--- src/rtl/tic_pkg.sv ---
package tic_pkg;
  parameter int TIC_POS_W = 3;
  typedef logic [TIC_POS_W-1:0] tic_pos_t;
endpackage

--- src/rtl/tic_backoff.sv ---
module tic_backoff #(
  parameter int FREE_FRAMES = 2
) (
  input  logic clk,
  input  logic rst_n,
  input  logic restart,
  input  logic status_vld,
  input  logic status_free,
  output logic ready
);
  localparam int CW = $clog2(FREE_FRAMES + 1);
  localparam logic [CW-1:0] FULL = CW'(FREE_FRAMES);

  logic [CW-1:0] free_cnt;

  always_ff @(posedge clk or negedge rst_n) begin
    if (!rst_n) begin
      free_cnt <= FULL;
    end else if (restart) begin
      free_cnt <= '0;
    end else if (status_vld && free_cnt != FULL) begin
      free_cnt <= status_free ? free_cnt + 1'b1 : '0;
    end
  end

  assign ready = (free_cnt == FULL);

  AST_BACKOFF_AFTER_RELEASE: assert property (@(posedge clk) disable iff (!rst_n)
    restart |=> !ready);
  AST_BUSY_RESTARTS: assert property (@(posedge clk) disable iff (!rst_n)
    (status_vld && !status_free && !ready) |=> (free_cnt == '0));
endmodule

--- src/rtl/tic_contend.sv ---
module tic_contend
  import tic_pkg::*;
#(
  parameter int ADDR_W  = 3,
  parameter int STAT_POS = 5
) (
  input  logic              clk,
  input  logic              rst_n,
  input  logic              en,
  input  logic              go,
  input  logic              frame_start,
  input  logic              bit_vld,
  input  tic_pos_t          bit_pos,
  input  logic              line_in,
  input  logic [ADDR_W-1:0] my_addr,
  output logic              contending,
  output logic              addr_slot,
  output logic              addr_bit,
  output logic              won
);
  localparam tic_pos_t STAT = tic_pos_t'(STAT_POS);
  localparam tic_pos_t LAST = '0;

  logic at_status;
  logic lost_now;

  always_comb begin
    addr_slot = 1'b0;
    addr_bit  = 1'b1;
    for (int i = 0; i < ADDR_W; i++) begin
      if (bit_pos == tic_pos_t'(i)) begin
        addr_slot = bit_vld;
        addr_bit  = my_addr[i];
      end
    end
  end

  assign at_status = bit_vld && (bit_pos == STAT);
  assign lost_now  = contending && addr_slot && addr_bit && !line_in;

  always_ff @(posedge clk or negedge rst_n) begin
    if (!rst_n) begin
      contending <= 1'b0;
      won        <= 1'b0;
    end else if (!en || frame_start) begin
      contending <= 1'b0;
      won        <= 1'b0;
    end else if (at_status) begin
      contending <= go && line_in;
    end else if (contending && addr_slot) begin
      if (lost_now) begin
        contending <= 1'b0;
      end else if (bit_pos == LAST) begin
        contending <= 1'b0;
        won        <= 1'b1;
      end
    end
  end

  AST_BUSY_NO_CONTEND: assert property (@(posedge clk) disable iff (!rst_n)
    (at_status && !line_in) |=> !contending);
  AST_LOSE_WITHDRAWS: assert property (@(posedge clk) disable iff (!rst_n)
    lost_now |=> (!contending && !won));
endmodule

--- src/rtl/tic_arbiter.sv ---
module tic_arbiter
  import tic_pkg::*;
#(
  parameter int ADDR_W      = 3,
  parameter int STAT_POS    = 5,
  parameter int FREE_FRAMES = 2
) (
  input  logic              clk,
  input  logic              rst_n,
  input  logic              en,
  input  logic              sw_req,
  input  logic              hdlc_req,
  input  logic [ADDR_W-1:0] my_addr,
  input  logic              frame_start,
  input  logic              bit_vld,
  input  tic_pos_t          bit_pos,
  input  logic              line_in,
  output logic              line_out,
  output logic              granted
);
  localparam tic_pos_t STAT = tic_pos_t'(STAT_POS);

  logic req, hold, hold_nxt, ready, go;
  logic contending, addr_slot, addr_bit, won, at_status;

  assign req       = sw_req | hdlc_req;
  assign at_status = bit_vld && (bit_pos == STAT);
  assign go        = en && req && ready && !hold && !won;

  always_comb begin
    hold_nxt = hold;
    if (!en) begin
      hold_nxt = 1'b0;
    end else if (frame_start && (hold || won)) begin
      hold_nxt = req;
    end
  end

  always_ff @(posedge clk or negedge rst_n) begin
    if (!rst_n) hold <= 1'b0;
    else        hold <= hold_nxt;
  end

  tic_backoff #(.FREE_FRAMES(FREE_FRAMES)) u_backoff (
    .clk         (clk),
    .rst_n       (rst_n),
    .restart     (hold && !hold_nxt),
    .status_vld  (en && at_status),
    .status_free (line_in),
    .ready       (ready)
  );

  tic_contend #(.ADDR_W(ADDR_W), .STAT_POS(STAT_POS)) u_contend (
    .clk         (clk),
    .rst_n       (rst_n),
    .en          (en),
    .go          (go),
    .frame_start (frame_start),
    .bit_vld     (bit_vld),
    .bit_pos     (bit_pos),
    .line_in     (line_in),
    .my_addr     (my_addr),
    .contending  (contending),
    .addr_slot   (addr_slot),
    .addr_bit    (addr_bit),
    .won         (won)
  );

  always_comb begin
    line_out = 1'b1;
    if (en && hold && at_status)           line_out = 1'b0;
    else if (en && contending && addr_slot) line_out = addr_bit;
  end

  assign granted = hold;

  AST_OFF_NO_GRANT: assert property (@(posedge clk) disable iff (!rst_n)
    !en |=> !granted);
  AST_GRANT_RISES_AT_FRAME: assert property (@(posedge clk) disable iff (!rst_n)
    $rose(granted) |-> $past(frame_start && won));
  AST_GRANT_FALLS_AT_FRAME: assert property (@(posedge clk) disable iff (!rst_n)
    $fell(granted) |-> $past(!en || (frame_start && !req)));
  AST_HOLD_NO_CONTEND: assert property (@(posedge clk) disable iff (!rst_n)
    granted |-> !contending);
endmodule

--- config.mk ---
export PLATFORM = sky130hd
export DESIGN_NAME = tic_arbiter
export DESIGN_NICKNAME = d
export VERILOG_FILES = /design/src/rtl/tic_pkg.sv /design/src/rtl/tic_backoff.sv /design/src/rtl/tic_contend.sv /design/src/rtl/tic_arbiter.sv
export SDC_FILE = /design/constraint.sdc
export NUM_CORES = 1
export LEC_CHECK = 0
export CAP_MARGIN = 20
export CORE_AREA = 10 10 47 49
export DETAILED_ROUTE_END_ITERATION = 12
export DIE_AREA = 0 0 57 59
export PLACE_DENSITY = 0.58
export SYNTH_ARGS = -nofsm -noshare
export SYNTH_HDL_FRONTEND = slang
export SYNTH_SLANG_ARGS = --single-unit
--- constraint.sdc ---
create_clock -name clk -period 3.6 [get_ports clk]
set_input_delay 0.72 -clock clk [delete_from_list [all_inputs] [get_ports clk]]
set_output_delay 0.72 -clock clk [all_outputs]
set_load 0.02 [all_outputs]
==> reports/metrics.csv, run 1 <==
metric;value;unit
RSZ-0062 raised after global routing;no;
kind of critical path;in -> out;
post-cts hold buffer count;0;
clk slew on worst S/H paths;40;ps
Die X-Extent;57;um
antenna-violating nets left;0;
RePlAce Congestion;0.7425;
layout cells sized above 1;0.1719;
max_cap viols;0;
starting density of the core;0.2982;
first drt pass iteration count;3;
Max Buffers Root-to-Sink;2;
Final Critical Period;3369;ps
flops & latches, synth;5;
Data arrival, critical path;2650;ps
Crit path required time;2880;ps
status;complete, no violations;
CP Max Fanout;5;
Setup crit end kind;output port;
setup violators final;0;
port bufs;15;
H-tree level count;1;
VDD IR max;0.1858;mV
post-DP HPWL;839.4;um
syn nets;59;
core area;1401;sq um
fin. max-slew vios;0;
Yosys Warn Count;0;
Hold Crit Class;reg -> reg;
placed cell area;595.6;sq um
Vias;390;
Worst Max-Slew Pin Slew;265.4;ps
Synth area leaders;dfrtp_1, dfstp_2, nor2b_1, nor4b_4, mux2i_1;
most used cell, CP;clkdlybuf4s50_1;
die height;59;um
Setup TNS;0;ps
Routed WL per cell;11.69;um
highest-delay cell along the critical path;clkdlybuf4s50_1;
Synth Flop Type;dfrtp_1;
vias in the first global route;384;
Routed WL;935;um
Netlist cell types;26;
design area;621.8;sq um
share of synthesized registers carrying an async set or reset;1.000;
GRT Total Usage;0.05936;
Pleak;0.0002416;uW
max_slew headroom;0.8223;
global-route wire length before repair;1.614;mm
die area;3363;sq um
Avg Cell Area, Syn;9.498;sq um
CTS tree;built;
n_diodes;0;
global route overflow;0;
Post-Route Utilization;0.4438;
crit start category;primary input;
FMAX;296.8;MHz
drt initial violations;4;
critical-path cell list;clkdlybuf4s50_1, mux2_2, o22ai_2, and4_1, o21ai_0, clkdlybuf4s50_1;
register area share after synthesis;0.3024;
# rows;14;
initial antenna violation count;0;
Post-CTS Resized;0;
DRC viols;0;
Max stage delay on crit path;540;ps
cell taking the most area after synthesis;dfrtp_1;
clock root cell;clkbuf_4;
postcts setup bufs;0;
Cell Pwr Density;287.8;nW/um^2
Synth top area share;0.2395;
Vias/cell;4.875;
CTS buffer count;3;
count leader, synth;nand2_1;
crit share post-route;0.9359;
CP delay by family, top;buffers and inverters;
mapped cell area;417.9;sq um
synthesized netlist cell count;44;
WP buf/inv;2;
Post-synth EDFFs;0;
most instantiated cells after synthesis;nand2_1, dfrtp_1, nor2b_1, a21oi_1, inv_1;
IO Pins;16;
skew final;2.321;ps
final net count;80;
TritonCTS sink count;5;
worst skew pair latency;230;ps
final hold viol count;0;
synthesis-to-layout area growth;48.80;%
largest net degree at the start of global routing;7;
[worst min-delay path: stages (launching register included)]
cell and delay [ps]:
dfrtp_1 350, nand2_1 70, o41ai_2 50
[report_power, final]
part,switching [uW],internal (uW)
clock network,20.3,41.7
logic,22.1,27.1
registers,3.88,63.9
[routing by layer]
metal,up-vias,wire [um],track usage,share of wire
li1,206,-,-,-
met3,0,59,0.02790,0.063
met2,8,465,0.08837,0.50
met1,176,409,0.06938,0.44
met4,0,0,0.03020,0
met5,-,0,0,0
[cells in the final DEF (no fill, tap or decap), types with 2 or more instances in the layout]
cell,count
clkbuf_4,3
mux2i_1,2
o21ai_0,2
inv_1,3
nand2b_1,2
nor2b_1,4
dfrtp_1,4
nand2_1,5
clkdlybuf4s50_1,15
a21oi_1,3
nor2_1,2
[sequential cells by signal, indices dropped and copies added (netlist names)]
signal,flops
u_contend.contending,1
granted,1
u_backoff.free_cnt,2
u_contend.won,1
[cell families after synthesis]
kind of cell / Yosys count / synth area share
AO/OA/AOI/OAI: 10 / 0.1976
adder cells (fa/ha/maj): 1 / 0.02994
buffers and inverters: 3 / 0.02694
flip-flops: 5 / 0.3024
multiplexers: 3 / 0.07485
AND/OR/NAND/NOR: 22 / 0.3683
[worst paths after layout]
check,from,endpoint,slack [ps],depth (start not counted)
min in group asynchronous,rst_n,granted,710,1
setup / recovery,bit_pos[1],line_out,230,6
hold / removal,u_contend.won,u_contend.won,500,2
max in group asynchronous,rst_n,u_backoff.free_cnt[1],2640,1
hold reg to reg,u_contend.won,u_contend.won,500,2
setup reg to reg,u_backoff.free_cnt[0],u_backoff.free_cnt[0],2210,5
[area by class of cell]
type | count | area, sq um
Fill cell | 144 | 779.5
Clock buffer | 4 | 26.28
Sequential cell | 5 | 126.4
Timing Repair Buffer | 16 | 157.7
Multi-Input combinational cell | 36 | 280.3
Tap cell | 16 | 20.02
Inverter | 3 | 11.26
[stage by stage]
stage / total power [uW] / hold slack, ps / cells / setup slack (ps)
4_1_cts: 184.1 / 505.4 / 80 / 218.3
3_3_place_gp: 117.1 / 505.4 / 76 / 268.4
3_5_place_dp: 118.6 / 495.5 / 76 / 220.0
6_report: 178.9 / 502.6 / 80 / 230.6
5_1_grt: 194.8 / 549.4 / 80 / 152.8
2_1_floorplan: 93.12 / 424.4 / 44 / 1206
Note: power is estimated with default switching activity, not from simulation.
==> run 2, diff against run 1 <==
Settings changed: DONT_BUFFER_PORTS set to 1, PLACE_DENSITY 0.58 to 0.43.
==> run 2 against run 1 <==
Sequential share of layout area is 6.9 points higher. Cell area fell by 25%. Register-to-register slack about the same. Utilization shrank 11 points. Total power fell by 11%. Non-clock buffer count fell by 16. Critical path type unchanged. Critical endpoint unchanged.
==> reports/metrics.csv, run 2 (synthesized netlist as in run 1, its figures left out) <==
metric;value;unit;change
Max stage delay on crit path;540;ps;about the same
# rows;14;;unchanged
post-DP HPWL;832;um;-0.88%
largest net degree at the start of global routing;9;;+2
FMAX;408.0;MHz;+37%
TritonCTS sink count;5;;unchanged
Setup crit end kind;output port;;
CP Max Fanout;5;;unchanged
Pleak;0.0001781;uW;-26%
Cell Count, Final, Fillers Out;64;;-20%
setup slack after layout;1149;ps;+918.4 ps
Routed WL per cell;14.63;um;+25%
Vias/cell;5.422;;+11%
Reg with most FFs;u_backoff.free_cnt;;
n_diodes;0;;unchanged
DRC viols;0;;unchanged
Routed WL;936;um;+0.11%
Worst R2R Path Depth;5;;unchanged
critical-path cell list;mux2_2, o22ai_2, and4_1, o21ai_0;;
post-cts hold buffer count;0;;unchanged
layout cells sized above 1;0.2083;;+0.03646
Post-CTS Resized;0;;unchanged
synthesis-to-layout area growth;11.08;%;
CP delay by family, top;compound AO/OA/AOI/OAI gates;;
most frequent cells in the layout;nand2_1, nor2b_1, dfrtp_1;;
initial antenna violation count;0;;unchanged
Cell Pwr Density;342.7;nW/um^2;+19%
die height;59;um;unchanged
antenna-violating nets left;0;;unchanged
port bufs;0;;-15
first drt pass iteration count;2;;-1
worst reg2reg startpoint;u_backoff.free_cnt[0];;
max reg flops;2;;unchanged
GRT Total Usage;0.06061;;+0.001247
IO Pins;16;;unchanged
fin. max-slew vios;0;;unchanged
CTS tree;built;;
Vias;347;;-11%
core area;1401;sq um;unchanged
DP Cell Count;60;;-21%
final net count;64;;-20%
crit start category;primary input;;
status;complete, no violations;;
skew final;0.7679;ps;-1.553 ps
reg2reg end;u_backoff.free_cnt[0];;
Die X-Extent;57;um;unchanged
max_cap viols;0;;unchanged
clk slew on worst S/H paths;40;ps;about the same
RePlAce Congestion;0.7914;;+6.6%
die area;3363;sq um;unchanged
global route overflow;0;;unchanged
Worst Hold Slack;179.5;ps;-323.1 ps
clock root cell;clkbuf_4;;
WP buf/inv;0;;-2
global-route wire length before repair;1.642;mm;+1.7%
worst skew pair latency;230;ps;about the same
postcts setup bufs;0;;unchanged
vias in the first global route;398;;+3.6%
setup violators final;0;;unchanged
highest-delay cell along the critical path;o21ai_0;;
CTS buffer count;3;;unchanged
starting density of the core;0.2982;;unchanged
Final Critical Period;2451;ps;-918.4 ps
VDD IR max;0.1502;mV;-19%
Max Buffers Root-to-Sink;2;;unchanged
Worst Max-Slew Pin Slew;661.2;ps;+395.8 ps
Data arrival, critical path;1730;ps;-920 ps
max_slew headroom;0.5546;;-0.2678
R2R Setup Slk;2210;ps;about the same
design area;464.2;sq um;-25%
Place WS;1128;ps;+907.6 ps
final hold viol count;0;;unchanged
leading cell type in the layout, fill and taps excluded;nand2_1;;
placed cell area;437.9;sq um;-26%
Hold Crit Class;in -> async;;
drt initial violations;3;;-1
Crit path required time;2880;ps;about the same
RSZ-0062 raised after global routing;no;;
kind of critical path;in -> out;;
crit share post-route;0.6808;;-0.2551
H-tree level count;1;;unchanged
Setup TNS;0;ps;unchanged
-- run 2: changes by cell type in the layout (fill, tap and decap cells not counted) --
cell	delta
buf_4	-1
clkdlybuf4s50_1	-15
-- run 2: where the power goes --
part	switching [uW]	internal (uW)
clock network	20.3	41.7
logic	15.0	14.5
registers	3.61	63.9
total	38.9	120
-- run 2: worst max-delay path by stage --
stage	cells past startpoint	endpoint	start	slack (ps)
after floorplan	4	line_out	bit_pos[1]	1210
after global placement	4	line_out	bit_pos[1]	1130
after detailed placement	4	line_out	bit_pos[1]	1130
after CTS	4	line_out	bit_pos[1]	1130
after global routing	4	line_out	bit_pos[1]	1070
final	4	line_out	bit_pos[1]	1150
-- run 2: through the flow --
stage	total power, uW	util
after floorplan	93.12	-
after global placement	96.94	0.3125
after detailed placement	98.32	0.3125
after CTS	163.1	0.3313
after global routing	170.9	0.3313
final	159.1	0.3313
-- run 2: area by class of cell --
class                           instances  area [sq um]
Sequential cell                         5         126.4
Multi-Input combinational cell         36         280.3
Clock buffer                            4         26.28
Tap cell                               16         20.02
Fill cell                             154         937.1
Inverter                                3         11.26
-- run 2: per-layer routing --
| layer | GRT usage | wire, um | vias to the layer above |
|---|---|---|---|
| li1 | - | - | 172 |
| met1 | 0.06205 | 399 | 160 |
| met2 | 0.08992 | 406 | 13 |
| met3 | 0.03863 | 126 | 2 |
| met4 | 0.04027 | 4 | 0 |
| met5 | 0 | 0 | - |
==> run 3, diff against run 2 <==
Settings changed: PLACE_DENSITY 0.43 to 0.45.
Clock period 3.6 ns to 2.05 ns, I/O delays scaled along.
==> run 3 against run 2 <==
Sequential power increased by 76%. Global-route usage decreased by 0.34 points. Combinational power increased by 92%. Clock skew about the same. First-iteration DRC count increased by 67%. Clock power increased by 77%. Non-clock buffer count increased by 3. Sequential share of layout area decreased by 1.5 points. Die area unchanged. Wire length decreased by 1.1%.
==> reports/metrics.csv, run 3 (synthesized netlist as in run 1, its figures left out) <==
metric;value;unit;change
R2R Setup Slk;640;ps;-1570 ps
Crit path required time;1640;ps;-1240 ps
TritonCTS sink count;5;;unchanged
# rows;14;;unchanged
global-route wire length before repair;1.580;mm;-3.8%
IO Pins;16;;unchanged
GRT Total Usage;0.05724;;-0.003364
max_slew headroom;0.7814;;+0.2268
Reg with most FFs;u_backoff.free_cnt;;
Die X-Extent;57;um;unchanged
DRC viols;0;;unchanged
final net count;67;;+4.7%
leading cell type in the layout, fill and taps excluded;nand2_1;;
worst reg2reg startpoint;u_backoff.free_cnt[0];;
Pleak;0.0001906;uW;+7.0%
Post-CTS Resized;0;;unchanged
Vias/cell;5.239;;-3.4%
Routed WL;926;um;-1.1%
fin. max-slew vios;0;;unchanged
Routed WL per cell;13.82;um;-5.5%
max reg flops;2;;unchanged
CP Max Fanout;5;;unchanged
crit start category;primary input;;
kind of critical path;in -> out;;
port bufs;0;;unchanged
CTS buffer count;3;;unchanged
synthesis-to-layout area growth;17.66;%;
die area;3363;sq um;unchanged
Data arrival, critical path;1360;ps;-370 ps
final hold viol count;0;;unchanged
global route overflow;0;;unchanged
most frequent cells in the layout;nand2_1, nor2b_1, dfrtp_1;;
total power;285.5;uW;+79%
highest-delay cell along the critical path;mux2_2;;
status;complete, no violations;;
antenna-violating nets left;0;;unchanged
initial antenna violation count;0;;unchanged
largest net degree at the start of global routing;9;;unchanged
Max Buffers Root-to-Sink;2;;unchanged
skew final;1.063;ps;+0.2946 ps
post-DP HPWL;806.9;um;-3.0%
Hold Crit Class;in -> reg;;
Setup TNS;0;ps;unchanged
Vias;351;;+1.2%
Final Critical Period;1771;ps;
FMAX;564.7;MHz;
VDD IR max;0.2724;mV;+81%
RePlAce Congestion;0.7845;;-0.87%
Setup crit end kind;output port;;
clock root cell;clkbuf_4;;
max_cap viols;0;;unchanged
worst skew pair latency;240;ps;about the same
reg2reg end;u_backoff.free_cnt[0];;
hold depth;1;;
CTS tree;built;;
first drt pass iteration count;2;;unchanged
core area;1401;sq um;unchanged
n_diodes;0;;unchanged
Worst Max-Slew Pin Slew;328.0;ps;-333.2 ps
Worst Hold Slack;270.3;ps;+90.87 ps
Max stage delay on crit path;310;ps;-230 ps
crit share post-route;0.8638;;
H-tree level count;1;;unchanged
critical-path cell list;mux2_2, o22ai_2, and4_1, o21ai_0, buf_4;;
drt initial violations;5;;+2
Worst Hold End;u_contend.won;;
Worst R2R Path Depth;5;;unchanged
starting density of the core;0.2982;;unchanged
clk slew on worst S/H paths;40;ps;about the same
worst hold start;bit_pos[2];;
die height;59;um;unchanged
setup violators final;0;;unchanged
Cell Pwr Density;580.5;nW/um^2;+69%
layout cells sized above 1;0.2157;;+0.007353
vias in the first global route;403;;+1.3%
Fill cells;158;;+2.6%
RSZ-0062 raised after global routing;no;;
-- run 3: changes by cell type in the layout (fill, tap and decap cells not counted) --
cell           delta
buf_4             +1
dlygate4sd3_1     +2
-- run 3: worst max path at each step --
stage	startpoint	endpoint	slack, ps	cells after the start
after floorplan	bit_pos[1]	line_out	280	4
after global placement	bit_pos[1]	line_out	290	5
after detailed placement	bit_pos[1]	line_out	270	5
after CTS	bit_pos[1]	line_out	270	5
after global routing	bit_pos[1]	line_out	210	5
final	bit_pos[1]	line_out	280	5
-- run 3: timing repair --
item / 4_1_cts / 5_1_grt
setup endpoints to repair: 0 / 0
hold buffers: 1 / 1
buffers inserted: 0 / 0
endpoints found under the hold margin: 4 / 1
-- run 3: area by class of cell --
type / count / area, sq um / area share
clock buffer: 4 / 26.28 / 0.05344
timing repair buffer: 3 / 27.53 / 0.05598
inverter: 3 / 11.26 / 0.02290
tap: 16 / 20.02 / 0.04071
multi-input combinational: 36 / 280.3 / 0.5700
sequential: 5 / 126.4 / 0.2570
-- run 3: power breakdown --
group | switching (uW) | internal (uW)
clock network | 36.7 | 73.3
logic | 28.7 | 27.9
registers | 6.58 | 112
total | 72.0 | 213
-- run 3: per-stage QoR --
stage                     instances  worst slack, ps  utilization  cell area [sq um]
final                            67            279.2       0.3509              491.7
after global routing             67            206.0       0.3509              491.7
after CTS                        66            274.5       0.3438              481.7
after detailed placement         61            274.5       0.3179              445.4
after global placement           61            290.0       0.3179              445.4
after floorplan                  44            276.4            -              417.9
-- run 3: per-layer routing --
metal  share of wire  vias up  GRT usage
li1                -      176          -
met1            0.44      161    0.05995
met2            0.42       14    0.08682
met3            0.14        0    0.03004
met4               0        0    0.04027
met5               0        -          0
-- run 3: critical path, delay by kind of cell --
family	cells	cell delay [ps]
buffers and inverters	1	160
AO/OA/AOI/OAI	2	280
AND/OR/NAND/NOR	1	200
multiplexers	1	310
